File: config.mk
export PLATFORM = sky130hd
export DESIGN_NAME = lin_bist_seq
export DESIGN_NICKNAME = d
export VERILOG_FILES = /design/src/rtl/lin_bist_pkg.sv /design/src/rtl/lin_code_seq.sv /design/src/rtl/lin_inl_chk.sv /design/src/rtl/lin_bist_seq.sv
export SDC_FILE = /design/constraint.sdc
export NUM_CORES = 1
export LEC_CHECK = 0
export BUFFER_PORTS_ARGS = -buffer_cell sky130_fd_sc_hd__buf_4
export CAP_MARGIN = 20
export CORE_MARGIN = 5
export CORE_UTILIZATION = 62
export CTS_CLUSTER_SIZE = 25
export DETAILED_ROUTE_END_ITERATION = 8
export HOLD_SLACK_MARGIN = 0.03
export PLACE_DENSITY = 0.76
export SLEW_MARGIN = 10
export SYNTH_ARGS = -nofsm -noshare
export SYNTH_HDL_FRONTEND = slang
export SYNTH_HIERARCHICAL = 1
export SYNTH_SLANG_ARGS = --single-unit
File: constraint.sdc
create_clock -name clk -period 14.6 [get_ports clk]
set_clock_uncertainty 0.1 [all_clocks]
set_input_delay 0 -clock clk [delete_from_list [all_inputs] [get_ports clk]]
set_output_delay 0 -clock clk [all_outputs]
set_load 0.05 [all_outputs]
File: src/rtl/lin_bist_pkg.sv
package lin_bist_pkg;

    typedef enum logic [2:0] {
        ST_IDLE,
        ST_LO,
        ST_HI,
        ST_SCAN,
        ST_MEAS,
        ST_EVAL,
        ST_DONE
    } bist_st_e;

    typedef enum logic {
        ORD_COUNT = 1'b0,
        ORD_PRIO  = 1'b1
    } ord_e;

endpackage

File: src/rtl/lin_code_seq.sv
module lin_code_seq
    import lin_bist_pkg::*;
#(
    parameter int CODE_W = 5,
    parameter int WIN_W  = 3
) (
    input  logic              clk,
    input  logic              rst_n,
    input  logic              clr_i,
    input  logic              mode_i,
    input  logic [WIN_W-1:0]  win_i,
    input  logic              take_i,
    output logic              valid_o,
    output logic              exh_o,
    output logic [CODE_W-1:0] code_o
);
    localparam int N  = 1 << CODE_W;
    localparam int CW = CODE_W + WIN_W + 2;

    typedef struct packed {
        ord_e                mode;
        logic [WIN_W-1:0]    win;
        logic [CODE_W-1:0]   lvl;
        logic [CODE_W-1:0]   idx;
        logic signed [WIN_W:0] off;
        logic                exh;
        logic [N-1:0]        tested;
    } gen_t;

    gen_t q, d;

    logic signed [WIN_W:0]  win_s;
    logic [CW-1:0]          cen;
    logic signed [CW-1:0]   cand;
    logic signed [CW-1:0]   lo_b;
    logic signed [CW-1:0]   hi_b;
    logic                   in_rng;
    logic                   fresh;
    logic [CODE_W-1:0]      idx_lim;

    assign win_s = $signed({1'b0, q.win});
    assign lo_b  = $signed(CW'(2));
    assign hi_b  = $signed(CW'(N - 2));

    always_comb begin
        cen     = CW'({q.idx, 1'b1}) << q.lvl;
        idx_lim = CODE_W'(((N / 2) >> q.lvl) - 1);
        if (q.mode == ORD_PRIO)
            cand = $signed(cen) + $signed({{(CW-WIN_W-1){q.off[WIN_W]}}, q.off});
        else
            cand = $signed(CW'(q.idx));
        in_rng  = (cand >= lo_b) && (cand <= hi_b);
        fresh   = !q.tested[cand[CODE_W-1:0]];
        valid_o = !q.exh && in_rng && fresh;
        exh_o   = q.exh;
        code_o  = cand[CODE_W-1:0];
    end

    always_comb begin
        d = q;
        if (clr_i) begin
            d.mode   = ord_e'(mode_i);
            d.win    = win_i;
            d.lvl    = CODE_W'(CODE_W - 1);
            d.idx    = (ord_e'(mode_i) == ORD_PRIO) ? '0 : CODE_W'(2);
            d.off    = -$signed({1'b0, win_i});
            d.exh    = 1'b0;
            d.tested = '0;
        end else if (!q.exh && (!valid_o || take_i)) begin
            if (take_i)
                d.tested[cand[CODE_W-1:0]] = 1'b1;
            if (q.mode == ORD_COUNT) begin
                if (q.idx >= CODE_W'(N - 2))
                    d.exh = 1'b1;
                else
                    d.idx = q.idx + 1'b1;
            end else if (q.off < win_s) begin
                d.off = q.off + 1'b1;
            end else begin
                d.off = -win_s;
                if (q.idx >= idx_lim) begin
                    d.idx = '0;
                    if (q.lvl == '0)
                        d.exh = 1'b1;
                    else
                        d.lvl = q.lvl - 1'b1;
                end else begin
                    d.idx = q.idx + 1'b1;
                end
            end
        end
    end

    always_ff @(posedge clk or negedge rst_n) begin
        if (!rst_n) begin
            q        <= '0;
            q.exh    <= 1'b1;
        end else begin
            q <= d;
        end
    end

    AST_GEN_RANGE: assert property (@(posedge clk) disable iff (!rst_n)
        valid_o |-> (code_o >= CODE_W'(2)) && (code_o <= CODE_W'(N - 2)));
    AST_TAKE_VALID: assert property (@(posedge clk) disable iff (!rst_n)
        take_i |-> valid_o);
    AST_TAKEN_GONE: assert property (@(posedge clk) disable iff (!rst_n)
        take_i && !clr_i |=> !(valid_o && code_o == $past(code_o)));

endmodule

File: src/rtl/lin_inl_chk.sv
module lin_inl_chk #(
    parameter int CODE_W = 5,
    parameter int MEAS_W = 16,
    parameter int SPEC_W = 8,
    parameter int FRAC_W = 4
) (
    input  logic [MEAS_W-1:0] t_lo_i,
    input  logic [MEAS_W-1:0] t_hi_i,
    input  logic [MEAS_W-1:0] t_k_i,
    input  logic [CODE_W-1:0] code_i,
    input  logic [SPEC_W-1:0] spec_i,
    output logic              viol_o
);
    localparam int N  = 1 << CODE_W;
    localparam int PW = MEAS_W + CODE_W + SPEC_W + FRAC_W + 4;

    logic signed [PW-1:0] lo_s, hi_s, k_s, nm2, km1;
    logic signed [PW-1:0] dk, span, lhs, mag, lhs_sc, rhs;

    always_comb begin
        lo_s   = $signed(PW'(t_lo_i));
        hi_s   = $signed(PW'(t_hi_i));
        k_s    = $signed(PW'(t_k_i));
        nm2    = $signed(PW'(N - 2));
        km1    = $signed(PW'(code_i) - PW'(1));
        dk     = k_s - lo_s;
        span   = hi_s - lo_s;
        lhs    = dk * nm2 - km1 * span;
        mag    = lhs[PW-1] ? -lhs : lhs;
        lhs_sc = mag <<< FRAC_W;
        rhs    = $signed(PW'(spec_i)) * span;
        viol_o = lhs_sc > rhs;
    end

endmodule

File: src/rtl/lin_bist_seq.sv
module lin_bist_seq
    import lin_bist_pkg::*;
#(
    parameter int CODE_W = 5,
    parameter int MEAS_W = 16,
    parameter int SPEC_W = 8,
    parameter int FRAC_W = 4,
    parameter int WIN_W  = 3
) (
    input  logic              clk,
    input  logic              rst_n,
    input  logic              start_i,
    input  logic              mode_i,
    input  logic [WIN_W-1:0]  win_i,
    input  logic [SPEC_W-1:0] spec_i,
    output logic              meas_req_o,
    output logic [CODE_W-1:0] meas_code_o,
    input  logic              meas_ack_i,
    input  logic [MEAS_W-1:0] meas_val_i,
    output logic              busy_o,
    output logic              done_o,
    output logic              pass_o,
    output logic [CODE_W-1:0] fail_code_o
);
    localparam int N = 1 << CODE_W;

    typedef struct packed {
        bist_st_e           st;
        logic               req;
        logic [CODE_W-1:0]  code;
        logic [MEAS_W-1:0]  t_lo;
        logic [MEAS_W-1:0]  t_hi;
        logic [MEAS_W-1:0]  t_k;
        logic [SPEC_W-1:0]  spec;
        logic               done;
        logic               pass;
        logic [CODE_W-1:0]  fail_code;
    } seq_t;

    seq_t q, d;

    logic              gen_clr;
    logic              gen_take;
    logic              gen_valid;
    logic              gen_exh;
    logic [CODE_W-1:0] gen_code;
    logic              viol;

    lin_code_seq #(
        .CODE_W (CODE_W),
        .WIN_W  (WIN_W)
    ) u_gen (
        .clk     (clk),
        .rst_n   (rst_n),
        .clr_i   (gen_clr),
        .mode_i  (mode_i),
        .win_i   (win_i),
        .take_i  (gen_take),
        .valid_o (gen_valid),
        .exh_o   (gen_exh),
        .code_o  (gen_code)
    );

    lin_inl_chk #(
        .CODE_W (CODE_W),
        .MEAS_W (MEAS_W),
        .SPEC_W (SPEC_W),
        .FRAC_W (FRAC_W)
    ) u_chk (
        .t_lo_i (q.t_lo),
        .t_hi_i (q.t_hi),
        .t_k_i  (q.t_k),
        .code_i (q.code),
        .spec_i (q.spec),
        .viol_o (viol)
    );

    always_comb begin
        d        = q;
        gen_clr  = 1'b0;
        gen_take = 1'b0;
        unique case (q.st)
            ST_IDLE, ST_DONE: begin
                if (start_i) begin
                    d.st        = ST_LO;
                    d.req       = 1'b1;
                    d.code      = CODE_W'(1);
                    d.spec      = spec_i;
                    d.done      = 1'b0;
                    d.pass      = 1'b0;
                    d.fail_code = '0;
                    gen_clr     = 1'b1;
                end
            end
            ST_LO: begin
                if (meas_ack_i) begin
                    d.t_lo = meas_val_i;
                    d.code = CODE_W'(N - 1);
                    d.st   = ST_HI;
                end
            end
            ST_HI: begin
                if (meas_ack_i) begin
                    d.t_hi = meas_val_i;
                    d.req  = 1'b0;
                    if (meas_val_i <= q.t_lo) begin
                        d.st        = ST_DONE;
                        d.done      = 1'b1;
                        d.pass      = 1'b0;
                        d.fail_code = CODE_W'(N - 1);
                    end else begin
                        d.st = ST_SCAN;
                    end
                end
            end
            ST_SCAN: begin
                if (gen_valid) begin
                    gen_take = 1'b1;
                    d.req    = 1'b1;
                    d.code   = gen_code;
                    d.st     = ST_MEAS;
                end else if (gen_exh) begin
                    d.st   = ST_DONE;
                    d.done = 1'b1;
                    d.pass = 1'b1;
                end
            end
            ST_MEAS: begin
                if (meas_ack_i) begin
                    d.t_k = meas_val_i;
                    d.req = 1'b0;
                    d.st  = ST_EVAL;
                end
            end
            ST_EVAL: begin
                if (viol) begin
                    d.st        = ST_DONE;
                    d.done      = 1'b1;
                    d.pass      = 1'b0;
                    d.fail_code = q.code;
                end else begin
                    d.st = ST_SCAN;
                end
            end
            default: d.st = ST_IDLE;
        endcase
    end

    always_ff @(posedge clk or negedge rst_n) begin
        if (!rst_n) begin
            q    <= '0;
            q.st <= ST_IDLE;
        end else begin
            q <= d;
        end
    end

    assign meas_req_o  = q.req;
    assign meas_code_o = q.code;
    assign busy_o      = (q.st != ST_IDLE) && (q.st != ST_DONE);
    assign done_o      = q.done;
    assign pass_o      = q.pass;
    assign fail_code_o = q.fail_code;

    AST_REQ_HOLD: assert property (@(posedge clk) disable iff (!rst_n)
        meas_req_o && !meas_ack_i |=> meas_req_o && $stable(meas_code_o));
    AST_FIRST_CODE: assert property (@(posedge clk) disable iff (!rst_n)
        $rose(busy_o) |-> meas_req_o && (meas_code_o == CODE_W'(1)));
    AST_DONE_NOT_BUSY: assert property (@(posedge clk) disable iff (!rst_n)
        done_o |-> !busy_o && !meas_req_o);
    AST_PASS_DONE: assert property (@(posedge clk) disable iff (!rst_n)
        pass_o |-> done_o && (fail_code_o == '0));
    AST_RESULT_HOLD: assert property (@(posedge clk) disable iff (!rst_n)
        done_o && !start_i |=> done_o && $stable(fail_code_o) && $stable(pass_o));
    AST_BUSY_START: assert property (@(posedge clk) disable iff (!rst_n)
        busy_o && start_i |=> busy_o || done_o);

endmodule

==> flow_metrics.py <==
metrics = {
    "outcome": {
        "status": "complete, no violations",
    },
    "worst_setup_path": {
        "criticalPathCategory": "flip-flop to flip-flop",
        "worst_r2r_endpoint": "fail_code_o[2]$_DFFE_PN0P_",
        "critPathRequiredTime_ns": 14.86,
        "reg2reg_from": "q[47]$_DFFE_PN0P_",
        "worstPathMaxFanout": 13,
        "critPathArrivalTime_ns": 13.65,
        "r2r_slack_ns": 1.21,
        "slowest_stage": "xnor2_1",
        "startpoint_type": "flip-flop",
        "cp_slowest_stage_delay_ns": 0.77,
        "reg2reg_depth": 50,
        "critPathCaptureType": "flip-flop",
    },
    "worst_hold_path": {
        "hp-class": "input port to async pin",
    },
    "clock_network": {
        "cts_resized": 0,
        "cts.htree.levels": 4,
        "cts_max_path_buffers": 2,
        "root_buffer": "clkbuf_16",
        "cts_setup_buffers": 0,
        "path_clk_slew_ns": 0.06,
        "clk_latency_ns": 0.43,
        "clock_sinks": 123,
        "tritoncts": "done",
        "cts_buffers": 17,
    },
    "global_routing": {
        "grt_max_degree": 76,
        "grtUsageMet2": 0.4437,
        "antenna_found_initial": 0,
        "met3_usage": 0.03830,
        "grt_pass1_wl_mm": 87.18,
        "met1_usage": 0.3808,
        "busiest_layer": "met2",
        "first_global_vias": 17850,
        "grt-ovfl-total": 0,
        "grtUsageTotal": 0.2707,
    },
    "synth": {
        "ys_types": 101,
        "synth_top_cell_by_area": "fa_1",
        "yosys.area_share.simple": 0.1655,
        "ys_seq_elements": 123,
        "synth-adder-area-share": 0.3571,
        "synth-edff-count": 0,
        "yosysMostFrequentCell": "inv_1",
        "synth_area_leaders": "fa_1, ha_1, dfrtp_1, inv_1, a21oi_1",
        "yosys_warnings": 6,
        "yosysTopAreaCellShare": 0.2094,
        "synthCells": 2469,
        "seq_area_frac_synth": 0.1431,
        "synth-compound-area-share": 0.1470,
        "synthXorXnorAreaFrac": 0.06374,
        "synth_common_cells": "inv_1, ha_1, fa_1",
        "synth_top_family_by_area": "adder cells",
        "synth.cell_area_um2": 21510,
        "synthMuxAreaShare": 0.04315,
        "synthArstFlopShare": 1.000,
        "syn_avg_cell_area_um2": 8.713,
        "synth_top_flop_cell": "dfrtp_1",
    },
    "floorplan": {
        "die_h_um": 196.3,
        "dieArea_um2": 38520,
        "placementRows": 68,
        "initial_core_util": 0.6259,
        "die_width_um": 196.3,
        "core-area_um2": 34370,
        "ioPinCount": 46,
    },
    "cells_and_area": {
        "antenna_cells": 0,
        "multi_input_area_um2": 16760,
        "syn_to_final_growth_pct": 7.654,
        "fillers": 2798,
        "fin_area_um2": 23160,
        "nNetsFinal": 3021,
        "drive_gt1_frac": 0.08284,
        "seq_area_um2": 3079,
    },
    "placement": {
        "port_buffers": 45,
        "hpwlAfterDp_mm": 40.99,
        "gp_congestion": 0.9168,
        "place_area_um2": 22230,
    },
    "drt": {
        "initialDrtViolationCount": 1072,
        "ant_nets": 0,
        "viasPerCell": 5.838,
        "vias": 17390,
        "first_pass_iters": 6,
        "drc_errors": 0,
        "drt_wl_total_mm": 51.27,
        "wl_per_cell_um": 17.22,
    },
    "sta": {
        "worst_pin_slew_ns": 1.104,
        "tns_ns": 0,
        "setup_viol": 0,
        "grt_setup_unrepaired": "no",
        "finalHoldViolCount": 0,
        "fin_crit_sh": 0.9173,
        "maxSlewViolCount": 0,
        "slew-limit-headroom": 0.2589,
        "fin_crit_ns": 13.39,
        "fmax_mhz": 74.67,
    },
    "flow_run": {
        "cap_violations": 0,
    },
}
critical path, delay by kind of cell, from the launching register on:
family / cells / cell delay [ns]
and+or+nand+nor: 6 / 0.75
xor gates and xnor gates: 5 / 1.68
buffers and inverters: 2 / 0.08
adders and majority gates: 11 / 4.21
AOI/OAI and AO/OA: 25 / 5.44
DFF: 1 / 0.42
muxes: 1 / 0.63
worst max-delay path by stage:
| stage | start | to | slack (ns) |
|---|---|---|---|
| finish | q[47]$_DFFE_PN0P_ | fail_code_o[2]$_DFFE_PN0P_ | 1.21 |
| floorplan | q[47]$_DFFE_PN0P_ | fail_code_o[0]$_DFFE_PN0P_ | 3.33 |
| CTS | q[47]$_DFFE_PN0P_ | fail_code_o[1]$_DFFE_PN0P_ | 1.43 |
| detailed placement | q[47]$_DFFE_PN0P_ | fail_code_o[2]$_DFFE_PN0P_ | 1.49 |
| global route | q[47]$_DFFE_PN0P_ | fail_code_o[2]$_DFFE_PN0P_ | 0.16 |
| global placement | q[47]$_DFFE_PN0P_ | fail_code_o[4]$_DFFE_PN0P_ | 1.85 |
cell type report:
cell class                 instances  share of cell area
sequential                       123              0.1330
timing repair buffer              96             0.03533
multi-input combinational       1914              0.7237
tap                              455             0.02458
clock inverter                    13            0.006159
inverter                         358             0.05813
clock buffer                      19             0.01912
flip-flops by register name, indices dropped and copies added (netlist names):
signal and count:
q 59, u_gen/q 50, fail_code_o 5, meas_code_o 5, done_o 1, meas_req_o 1
pass_o 1, u_gen/exh_o 1
layer usage:
layer / vias to the layer above / wire length (um)
li1: 8324 / -
met1: 8463 / 23470
met2: 512 / 23970
met3: 88 / 2695
met4: 0 / 1137
met5: - / 0
cell usage in the layout (no fill, tap or decap), types with 23 or more instances in the layout:
cell type      synthesis  layout
xor2_1                59      58
nor2_1               209     209
a21o_1                35      35
nor2b_1               45      45
buf_4                 13      64
a21oi_1              176     176
o21ai_0               95      95
inv_1                354     354
ha_1                 254     254
o21a_1                23      23
xnor2_1               92      91
nand2b_1              40      40
fa_1                 225     225
nor3_1                41      41
and2_1                88      88
mux2_2                51      51
nand2_1              158     158
dlygate4sd3_1          0      31
mux2i_1               26      26
dfrtp_1              122     122
nand3_1               23      23
logic make-up after synthesis:
group | Yosys count
other | 1
muxes | 84
xor gates and xnor gates | 154
buffers and inverters | 440
DFF | 123
and+or+nand+nor | 705
AOI/OAI and AO/OA | 483
adders and majority gates | 479
metrics by stage:
stage / hold slack, ns / instances / utilization / worst slack (ns)
6_report: 0.1325 / 2978 / 0.6738 / 1.208
4_1_cts: 0.1928 / 2976 / 0.6728 / 1.431
5_1_grt: 0.2287 / 2978 / 0.6738 / 0.1561
3_5_place_dp: 0.1007 / 2913 / 0.6467 / 1.494
2_1_floorplan: -0.3956 / 2477 / - / 3.331
3_3_place_gp: 0.08781 / 2913 / 0.6467 / 1.854
timing repair:
item                       CTS  global route
hold buffers                31             0
setup endpoints to repair    0             0
hold endpoints to repair   141             0
Power is left out: the tool's default activity adds up to more than one toggle a clock period on the data nets, which glitch-free logic cannot reach.
